===== src/rtl/cam_pkg.sv =====
package cam_pkg;

    typedef enum logic [1:0] {
        OP_IDLE   = 2'd0,
        OP_READ   = 2'd1,
        OP_WRITE  = 2'd2,
        OP_SEARCH = 2'd3
    } cam_op_e;

    // Lowest bit of segment k: segment 0 is w0 bits wide and the rest of
    // the word is split evenly (rounded up) over the remaining segments.
    function automatic int seg_lo(int k, int w, int w0, int nseg);
        int step;
        int lo;
        if (k == 0) return 0;
        step = (w - w0 + nseg - 2) / (nseg - 1);
        lo   = w0 + (k - 1) * step;
        return (lo < w) ? lo : w;
    endfunction

    // One past the highest bit of segment k.
    function automatic int seg_hi(int k, int w, int w0, int nseg);
        if (k >= nseg - 1) return w;
        return seg_lo(k + 1, w, w0, nseg);
    endfunction

endpackage


===== src/rtl/cam_store.sv =====
module cam_store
    import cam_pkg::*;
#(
    parameter int ENTRIES = 8,
    parameter int WIDTH   = 32,
    localparam int AW     = $clog2(ENTRIES)
) (
    input  logic                           clk,
    input  logic                           rst,
    input  cam_op_e                        op,
    input  logic [AW-1:0]                  addr,
    input  logic [WIDTH-1:0]               wdata,
    output logic [ENTRIES-1:0][WIDTH-1:0]  tbl_data,
    output logic [ENTRIES-1:0]             tbl_vld,
    output logic                           rd_valid,
    output logic [WIDTH-1:0]               rd_data,
    output logic                           rd_live
);

    always_ff @(posedge clk) begin
        if (rst) begin
            tbl_data <= '0;
            tbl_vld  <= '0;
            rd_valid <= 1'b0;
            rd_data  <= '0;
            rd_live  <= 1'b0;
        end else begin
            rd_valid <= (op == OP_READ);
            if (op == OP_READ) begin
                rd_data <= tbl_data[addr];
                rd_live <= tbl_vld[addr];
            end
            if (op == OP_WRITE) begin
                tbl_data[addr] <= wdata;
                tbl_vld[addr]  <= 1'b1;
            end
        end
    end

endmodule


===== src/rtl/cam_seg_stage.sv =====
module cam_seg_stage
    import cam_pkg::*;
#(
    parameter int ENTRIES      = 8,
    parameter int WIDTH        = 32,
    parameter int NSEG         = 4,
    parameter int SEG0_W       = 3,
    parameter int IDX          = 0,
    parameter int ROWS_PER_LSL = 2,
    localparam int NGRP        = ENTRIES / ROWS_PER_LSL
) (
    input  logic                           clk,
    input  logic                           rst,
    input  logic                           v_i,
    input  logic [WIDTH-1:0]               key_i,
    input  logic [ENTRIES-1:0][WIDTH-1:0]  snap_i,
    input  logic [ENTRIES-1:0]             alive_i,
    output logic                           v_o,
    output logic [ENTRIES-1:0]             alive_o,
    output logic [ENTRIES-1:0]             en_o,
    output logic [NGRP-1:0]                grp_o
);

    localparam int LO = seg_lo(IDX, WIDTH, SEG0_W, NSEG);
    localparam int HI = seg_hi(IDX, WIDTH, SEG0_W, NSEG);
    localparam logic [WIDTH-1:0] ONES = '1;
    localparam logic [WIDTH-1:0] MASK = (ONES << LO) & ~(ONES << HI);

    logic [ENTRIES-1:0] seg_ok;

    // Only entries whose match line is still alive take part this cycle.
    assign en_o = alive_i & {ENTRIES{v_i}};

    always_comb begin
        for (int e = 0; e < ENTRIES; e++) begin
            seg_ok[e] = ((key_i ^ snap_i[e]) & MASK) == '0;
        end
    end

    // A local search-line group is driven only if one of its rows is alive.
    for (genvar g = 0; g < NGRP; g++) begin : g_lsl
        assign grp_o[g] = |en_o[g*ROWS_PER_LSL +: ROWS_PER_LSL];
    end

    always_ff @(posedge clk) begin
        if (rst) begin
            v_o     <= 1'b0;
            alive_o <= '0;
        end else begin
            v_o     <= v_i;
            alive_o <= en_o & seg_ok;
        end
    end

endmodule


===== src/rtl/cam_prio_enc.sv =====
module cam_prio_enc #(
    parameter int N   = 8,
    localparam int AW = $clog2(N)
) (
    input  logic [N-1:0]  req,
    output logic          any,
    output logic          multi,
    output logic [AW-1:0] idx
);

    logic [AW:0] cnt;

    always_comb begin
        idx = '0;
        cnt = '0;
        for (int i = N - 1; i >= 0; i--) begin
            if (req[i]) idx = AW'(i);
        end
        for (int i = 0; i < N; i++) begin
            cnt = cnt + (AW+1)'(req[i]);
        end
        any   = |req;
        multi = cnt > (AW+1)'(1);
    end

endmodule


===== src/rtl/cam_segml.sv =====
module cam_segml
    import cam_pkg::*;
#(
    parameter int ENTRIES      = 8,
    parameter int WIDTH        = 32,
    parameter int NSEG         = 4,
    parameter int SEG0_W       = 3,
    parameter int ROWS_PER_LSL = 2,
    localparam int AW          = $clog2(ENTRIES),
    localparam int NGRP        = ENTRIES / ROWS_PER_LSL
) (
    input  logic                      clk,
    input  logic                      rst,
    input  logic [1:0]                op,
    input  logic [AW-1:0]             addr,
    input  logic [WIDTH-1:0]          wdata,
    input  logic [WIDTH-1:0]          key,
    output logic                      rd_valid,
    output logic [WIDTH-1:0]          rd_data,
    output logic                      rd_live,
    output logic                      res_valid,
    output logic                      res_hit,
    output logic                      res_multi,
    output logic [AW-1:0]             res_addr,
    output logic [NSEG*ENTRIES-1:0]   seg_en,
    output logic [NSEG*NGRP-1:0]      lsl_drive
);

    cam_op_e op_e;
    assign op_e = cam_op_e'(op);

    logic [ENTRIES-1:0][WIDTH-1:0] tbl_data;
    logic [ENTRIES-1:0]            tbl_vld;

    cam_store #(.ENTRIES(ENTRIES), .WIDTH(WIDTH)) u_store (
        .clk      (clk),
        .rst      (rst),
        .op       (op_e),
        .addr     (addr),
        .wdata    (wdata),
        .tbl_data (tbl_data),
        .tbl_vld  (tbl_vld),
        .rd_valid (rd_valid),
        .rd_data  (rd_data),
        .rd_live  (rd_live)
    );

    // Search register plus the key/table pipe that follows each search.
    logic                                     sreg_v;
    logic [ENTRIES-1:0]                       sreg_alive;
    logic [NSEG-1:0][WIDTH-1:0]               pkey;
    logic [NSEG-1:0][ENTRIES-1:0][WIDTH-1:0]  psnap;

    always_ff @(posedge clk) begin
        if (rst) begin
            sreg_v     <= 1'b0;
            sreg_alive <= '0;
        end else begin
            sreg_v     <= (op_e == OP_SEARCH);
            sreg_alive <= (op_e == OP_SEARCH) ? tbl_vld : '0;
        end
    end

    always_ff @(posedge clk) begin
        if (op_e == OP_SEARCH) begin
            pkey[0]  <= key;
            psnap[0] <= tbl_data;
        end
        for (int k = 1; k < NSEG; k++) begin
            pkey[k]  <= pkey[k-1];
            psnap[k] <= psnap[k-1];
        end
    end

    logic [NSEG-1:0]               st_v;
    logic [NSEG-1:0][ENTRIES-1:0]  st_alive;
    logic [NSEG-1:0][ENTRIES-1:0]  st_en;
    logic [NSEG-1:0][NGRP-1:0]     st_grp;

    for (genvar k = 0; k < NSEG; k++) begin : g_stage
        logic               v_in;
        logic [ENTRIES-1:0] a_in;
        if (k == 0) begin : g_first
            assign v_in = sreg_v;
            assign a_in = sreg_alive;
        end else begin : g_next
            assign v_in = st_v[k-1];
            assign a_in = st_alive[k-1];
        end

        cam_seg_stage #(
            .ENTRIES      (ENTRIES),
            .WIDTH        (WIDTH),
            .NSEG         (NSEG),
            .SEG0_W       (SEG0_W),
            .IDX          (k),
            .ROWS_PER_LSL (ROWS_PER_LSL)
        ) u_stage (
            .clk     (clk),
            .rst     (rst),
            .v_i     (v_in),
            .key_i   (pkey[k]),
            .snap_i  (psnap[k]),
            .alive_i (a_in),
            .v_o     (st_v[k]),
            .alive_o (st_alive[k]),
            .en_o    (st_en[k]),
            .grp_o   (st_grp[k])
        );
    end

    assign seg_en    = st_en;
    assign lsl_drive = st_grp;
    assign res_valid = st_v[NSEG-1];

    cam_prio_enc #(.N(ENTRIES)) u_enc (
        .req   (st_alive[NSEG-1]),
        .any   (res_hit),
        .multi (res_multi),
        .idx   (res_addr)
    );

endmodule


===== config.mk =====
export PLATFORM = sky130hd
export DESIGN_NAME = cam_segml
export DESIGN_NICKNAME = d
export VERILOG_FILES = /design/src/rtl/cam_pkg.sv /design/src/rtl/cam_store.sv /design/src/rtl/cam_seg_stage.sv /design/src/rtl/cam_prio_enc.sv /design/src/rtl/cam_segml.sv
export SDC_FILE = /design/constraint.sdc
export NUM_CORES = 1
export LEC_CHECK = 0
export BUFFER_PORTS_ARGS = -buffer_cell sky130_fd_sc_hd__buf_2
export CORE_MARGIN = 2
export CORE_UTILIZATION = 65
export CTS_BUF_LIST = sky130_fd_sc_hd__clkbuf_4 sky130_fd_sc_hd__clkbuf_8
export DETAILED_ROUTE_END_ITERATION = 6
export PLACE_DENSITY = 0.84
export SYNTH_ARGS = -nofsm -noshare
export SYNTH_HDL_FRONTEND = slang
export SYNTH_SLANG_ARGS = --single-unit

===== constraint.sdc =====
create_clock -name clk -period 17.6 [get_ports clk]
set_clock_uncertainty 0.1 [all_clocks]
set_input_delay 2.64 -clock clk [delete_from_list [all_inputs] [get_ports clk]]
set_output_delay 2.64 -clock clk [all_outputs]
set_load 0.05 [all_outputs]

==> results.cfg, run 1 <==
[placed_design]
dpl.hpwl_mm = 52.3
numPortBuffers = 158
finalWeightedCongestion = 0.899
dp_worst_setup_slack_ps = 11670
place_inst = 3693

[worst_setup_path]
timing.critical_path.arrival_ps = 4060
critPathLaunchType = flip-flop
timing_worst_setup_path_type = flip-flop to primary output
reg2reg_slack_ps = 15020
cp_max_fanout = 4
cp-end-kind = primary output
required_ps = 14860

[die]
die_h_um = 239
dieWidth_um = 239
initial_utilization_pct = 65.6
floorplan.core_area_um2 = 55000
std_cell_rows = 86
top_level_pins = 159
die_area_um2 = 57400

[global_routing]
first_global_vias = 23500
antenna_found_initial = 5
grt.total_usage_pct = 31.8
grt_max_degree = 181
grt_pass1_wl_mm = 135
globalRouteOverflowTotal = 0

[clock_tree]
ctsResizeCount = 0
cts_setup_buffers = 0
cts_hold_repair.buffers = 0
cts_tree = yes
cts_htree_levels = 4
clkSlewWorstSetupHoldPaths_ps = 60
cts.path.max_buffers = 3
clock_latency_ps = 810
cts.sink_count = 1144
cts-root-buf = sky130_fd_sc_hd__clkbuf_8
cts_buffers = 164

[route]
wirelength_mm = 90.6
routedWlPerCell_um = 22.6
route.vias.total = 23000
drc = 0
initialDrtViolationCount = 2622
antenna_left = 0
detail_route.first_pass.iterations = 6
post_drt_via_cell_ratio = 5.75

[yosys]
async_reset_ff_share_pct = 0
post-synth-top-area-cell = sky130_fd_sc_hd__dfxtp_1
synth_top_cells_by_area = sky130_fd_sc_hd__dfxtp_1 (48%), sky130_fd_sc_hd__edfxtp_1 (24%), sky130_fd_sc_hd__nand2_1 (5.7%)
synthDominantCellAreaShare_pct = 47.5
synthesis.instances = 2960
synthesis.nets = 3039
postSynthAreaPerCell_um2 = 12.2
synth_seq_cells = 1144
yosys_warnings = 0
synth.cell_area_um2 = 36000
post-synth-top-count-cell = sky130_fd_sc_hd__dfxtp_1
synth_edf_count = 288
ys.flop_type = sky130_fd_sc_hd__dfxtp_1
synth_commonest_cells = sky130_fd_sc_hd__dfxtp_1 (856), sky130_fd_sc_hd__nand2_1 (544), sky130_fd_sc_hd__edfxtp_1 (288)
seq_area_frac_synth_pct = 71.5
netlist-cell-type-count = 40

[timing]
timing.setup.tns_ps = 0
finalHoldViolCount = 0
maxSlewViolCount = 0
finalSetupViolations = 0
post-route-min-period_ps = 6800
final.setup.worst_slack_ps = 10800
rsz_0062_raised_after_global_routing = false
max_freq_ghz = 0.147
tightest_slew_ps = 1100
timing.slew.headroom_pct = 26.6
timing.final.crit_share_pct = 38.6

[layout]
finish.cell_count_without_fillers = 4003
area_delta_synth_final_pct = 12.8
post_route_cells_drive_above_1_share_pct = 15.3
finish.net_count = 3190

[pwr]
leakagePower_nw = 15.6
power.ir.vdd_worst_mv = 0.0784
power-per-cell-area_nw_per_um2 = 129

[outcome]
outcome = finished clean

[hold_path]
min-delay-path-class = flip-flop to flip-flop

[flow_run]
max-cap-violations = 0
## layout by cell type, fill, tap and decap left out, types with 2 or more instances in the layout
| cell type | instances |
|---|---|
| sky130_fd_sc_hd__inv_6 | 3 |
| sky130_fd_sc_hd__o21ai_0 | 35 |
| sky130_fd_sc_hd__or2_2 | 10 |
| sky130_fd_sc_hd__buf_2 | 156 |
| sky130_fd_sc_hd__nor4_1 | 37 |
| sky130_fd_sc_hd__or4_1 | 2 |
| sky130_fd_sc_hd__ha_1 | 4 |
| sky130_fd_sc_hd__clkbuf_4 | 66 |
| sky130_fd_sc_hd__xnor2_1 | 134 |
| sky130_fd_sc_hd__nand2_1 | 543 |
| sky130_fd_sc_hd__clkinv_2 | 11 |
| sky130_fd_sc_hd__xor2_1 | 122 |
| sky130_fd_sc_hd__and2_1 | 31 |
| sky130_fd_sc_hd__nor2b_1 | 6 |
| sky130_fd_sc_hd__dfxtp_1 | 856 |
| sky130_fd_sc_hd__nand2b_1 | 2 |
| sky130_fd_sc_hd__mux2i_1 | 132 |
| sky130_fd_sc_hd__inv_1 | 24 |
| sky130_fd_sc_hd__edfxtp_1 | 288 |
| sky130_fd_sc_hd__clkbuf_8 | 203 |
| sky130_fd_sc_hd__buf_4 | 23 |
| sky130_fd_sc_hd__diode_2 | 4 |
| sky130_fd_sc_hd__a211oi_1 | 2 |
| sky130_fd_sc_hd__bufinv_16 | 5 |
| sky130_fd_sc_hd__a21oi_1 | 257 |
| sky130_fd_sc_hd__nor2_1 | 85 |
| sky130_fd_sc_hd__nor2b_2 | 5 |
| sky130_fd_sc_hd__nand4_1 | 35 |
| sky130_fd_sc_hd__buf_12 | 2 |
| sky130_fd_sc_hd__fa_1 | 4 |
| sky130_fd_sc_hd__nor3_1 | 86 |
| sky130_fd_sc_hd__nand3_1 | 17 |
| sky130_fd_sc_hd__o22ai_1 | 33 |
| sky130_fd_sc_hd__clkinvlp_4 | 5 |
| sky130_fd_sc_hd__clkinv_1 | 12 |
## power breakdown
group          leakage [nW]  internal, mW  total (mW)  switching [mW]
Combinational          3.76        0.0605       0.189           0.128
Clock                  1.92          1.26        2.24           0.984
Sequential             9.93          2.77        2.82          0.0544
## flip-flops by register name, summed over array words and instances (netlist names)
| register | count |
|---|---|
| psnap | 712 |
| u_store.tbl_data | 256 |
| pkey | 89 |
| g_stage.u_stage.alive_o | 32 |
| u_store.rd_data | 32 |
| g_stage.a_in | 8 |
| u_store.tbl_vld | 8 |
| g_stage.u_stage.v_o | 4 |
| g_stage.v_in | 1 |
| u_store.rd_live | 1 |
| u_store.rd_valid | 1 |
## kinds of logic after synthesis
family | share of synthesized area (%)
flops | 71.5
simple gates | 10.5
compound gates | 4.69
xor+xnor | 6.22
buf+inv | 3.03
mux | 3.70
fa+ha+maj | 0.361
## routing by layer
metal	global-route usage [%]	vias to the layer above	share of wire (%)
li1	-	10200	-
met1	39.3	11100	37
met2	52.2	1391	48
met3	7.31	309	9.8
met4	16.8	4	4.7
met5	0	-	0.030
## layout make-up
type | instances | area (um^2)
tap | 748 | 936
clock inverter | 37 | 330
fill | 3202 | 14300
inverter | 24 | 90.1
sequential | 1144 | 25800
antenna | 4 | 10.0
clock buffer | 269 | 3290
timing repair buffer | 183 | 1020
multi-input combinational | 1594 | 9180
## stage by stage
| step | hold slack [ps] | area, um^2 | power (mW) | utilization [%] |
|---|---|---|---|---|
| floorplan | 210 | 36000 | 3.00 | - |
| global placement | 210 | 37000 | 3.05 | 67.3 |
| detailed placement | 212 | 37000 | 3.06 | 67.3 |
| CTS | 197 | 40600 | 5.26 | 73.9 |
| global route | 204 | 40600 | 5.39 | 73.9 |
| finish | 199 | 40600 | 5.25 | 73.9 |
## critical path: stages (launching register included)
cell and delay (ps):
sky130_fd_sc_hd__dfxtp_1 380, sky130_fd_sc_hd__inv_1 80, sky130_fd_sc_hd__ha_1 270, sky130_fd_sc_hd__inv_1 50, sky130_fd_sc_hd__fa_1 490, sky130_fd_sc_hd__fa_1 420, sky130_fd_sc_hd__inv_1 80, sky130_fd_sc_hd__fa_1 200
sky130_fd_sc_hd__inv_1 80, sky130_fd_sc_hd__fa_1 450, sky130_fd_sc_hd__a211oi_1 290, sky130_fd_sc_hd__mux2_2 220, sky130_fd_sc_hd__nand2_1 50, sky130_fd_sc_hd__buf_2 200
## path summary, 6_finish.rpt
| check | start | end | depth (start not counted) |
|---|---|---|---|
| hold / removal | psnap[127] | psnap[383] | 0 |
| setup / recovery | g_stage[3].u_stage.alive_o[1] | res_multi | 13 |
| hold reg to reg | psnap[127] | psnap[383] | 0 |
| setup reg to reg | pkey[78] | g_stage[2].u_stage.alive_o[2] | 4 |
Note: power is estimated with default switching activity, not from simulation.
==> run 2: changes to the inputs <==
CORE_UTILIZATION = 57   (was 65)
PLACE_DENSITY = 0.78   (was 0.84)
clock period = 5.55 ns   (was 17.6 ns; I/O delays follow)
==> results.cfg, run 2 (same netlist as run 1, synthesis figures left out) <==
[clock_tree]
cts_buffers = 168
cts_hold_repair.buffers = 0
cts_tree = yes
ctsResizeCount = 0
cts_setup_buffers = 0
cts.sink_count = 1144
clock_latency_ps = 830
cts.path.max_buffers = 3
clkSlewWorstSetupHoldPaths_ps = 60
cts-root-buf = sky130_fd_sc_hd__clkbuf_8
cts_htree_levels = 4

[pwr]
power.share.switching_pct = 22.3
power_frac_comb_pct = 3.7
cell_internal_pwr_mw = 12.8
power.ir.vdd_worst_mv = 0.269
overall_power_consumption_mw = 16.5
power-per-cell-area_nw_per_um2 = 404
power_switching_mw = 3.68
power.share.clock_pct = 42.1
sequentialPowerShare_pct = 54.3
leakagePower_nw = 15.6

[worst_setup_path]
timing.critical_path.arrival_ps = 3930
cells_along_the_critical_path = inv_1 -> ha_1 -> inv_1 -> fa_1 -> fa_1 -> inv_1 -> fa_1 -> inv_1 -> fa_1 -> a211oi_1 -> mux2_2 -> nand2_1 -> buf_2
critPathLaunchType = flip-flop
cp_max_fanout = 5
worstPathBufferInverterCount = 5
timing_worst_setup_path_type = flip-flop to primary output
worst_r2r_path_depth = 4
timing.critical_path.max_delay_family = adder cells
required_ps = 4620
cp-end-kind = primary output
worst-path-stages = 13
critical-path-slowest-cell = sky130_fd_sc_hd__fa_1
critPathMaxStageDelay_ps = 490

[layout]
area_delta_synth_final_pct = 13.2
largest_register_ffs = 712
final_design_area_no_fill_um2 = 40800
multi_input_area_um2 = 9190
finish.net_count = 3201
commonest_non_fill_non_tap_cells_in_the_layout = sky130_fd_sc_hd__dfxtp_1 (856), sky130_fd_sc_hd__nand2_1 (543), sky130_fd_sc_hd__edfxtp_1 (288)
layout_top_registers = psnap: 712 flops, u_store.tbl_data: 256 flops, pkey: 89 flops
fillerInstances = 4432
sequential_cell_area_um2 = 25800
layout.cells.most_common = sky130_fd_sc_hd__dfxtp_1
post_route_cells_drive_above_1_share_pct = 15.6
registers.top_by_ff_count = psnap

[route]
wl_met2_mm = 41.5
detail_route.first_pass.iterations = 6
route.vias.total = 22400
dr.max_layer_used = met5
wirelength_mm = 89.1
routedWlPerCell_um = 21.6
initialDrtViolationCount = 2328
post_drt_via_cell_ratio = 5.45
met3RoutedLength_mm = 8.87
met1_length_mm = 35.9
antenna_left = 0
drc = 0

[flow_run]
max-cap-violations = 0

[placed_design]
finalWeightedCongestion = 0.868
dpl.hpwl_mm = 53.7
dp_worst_setup_slack_ps = 1520
numPortBuffers = 158
detailed_place.area_um2 = 37200

[timing]
timing.slew.headroom_pct = 15.9
finalHoldViolCount = 0
final.setup.worst_slack_ps = 689
maxSlewViolCount = 0
hold_ws_ps = 80.5
finalSetupViolations = 0
tightest_slew_ps = 1260
max_freq_ghz = 0.206
rsz_0062_raised_after_global_routing = false
timing.final.crit_share_pct = 87.6
post-route-min-period_ps = 4860
timing.setup.tns_ps = 0

[die]
initial_utilization_pct = 57.4
std_cell_rows = 92
dieWidth_um = 255
floorplan.core_area_um2 = 62900
die_h_um = 255
die_area_um2 = 65300
top_level_pins = 159

[outcome]
outcome = finished clean

[global_routing]
antenna_found_initial = 8
grt.total_usage_pct = 27.1
grt_max_degree = 128
grt_pass1_wl_mm = 134
first_global_vias = 22400
globalRouteOverflowTotal = 0

[hold_path]
min-delay-path-class = input pin to flip-flop
min_delay_path_depth = 1
## run 2: cell count changes in the layout (fill, tap and decap cells not counted), moves of 3 or more
cell                        delta
sky130_fd_sc_hd__inv_6         +3
sky130_fd_sc_hd__clkinv_2      -4
sky130_fd_sc_hd__clkbuf_4      +9
sky130_fd_sc_hd__buf_4         +6
sky130_fd_sc_hd__clkinv_1      +4
sky130_fd_sc_hd__bufinv_16     -4
sky130_fd_sc_hd__clkbuf_8      -3
## run 2: layout make-up
| type | instances | area share [%] |
|---|---|---|
| clock buffer | 275 | 8.13 |
| sequential | 1144 | 63.2 |
| antenna | 5 | 0.0307 |
| clock inverter | 38 | 0.635 |
| timing repair buffer | 190 | 2.66 |
| tap | 846 | 2.59 |
| inverter | 24 | 0.221 |
| multi-input combinational | 1594 | 22.5 |
## run 2: worst paths after layout
kind                                       from                            end  slack, ps
hold reg to reg                      psnap[397]                     psnap[653]        190
setup reg to reg                       pkey[40]  g_stage[1].u_stage.alive_o[6]       3190
setup / recovery  g_stage[3].u_stage.alive_o[0]                      res_multi        690
hold / removal                          key[21]                       pkey[21]         80
## run 2: worst register-to-register path, delay by kind of cell, from the launching register on
kind | cells | cell delay [ps]
xor gates and xnor gates | 1 | 180
DFF | 1 | 650
and+or+nand+nor | 3 | 1240
## run 2: stage by stage
stage                     cells  utilization [%]
after floorplan            2960                -
after global placement     3798             59.2
after detailed placement   3798             59.2
after CTS                  4111             64.9
after global routing       4113             64.9
final                      4116             64.9
## run 2: routing by layer
layer | up-vias | GRT usage [%]
met5 | - | 0
met4 | 2 | 10.7
met3 | 206 | 7.37
met2 | 1136 | 42.8
met1 | 10800 | 35.8
li1 | 10200 | -
## run 2: power by group through the flow
stage | Clock [mW] | Sequential (mW) | Combinational [mW]
floorplan | 0 | 9.08 | 0.422
global placement | 0 | 9.12 | 0.580
detailed placement | 0 | 9.13 | 0.593
CTS | 7.01 | 8.95 | 0.598
global route | 7.38 | 8.97 | 0.642
finish | 6.94 | 8.95 | 0.605
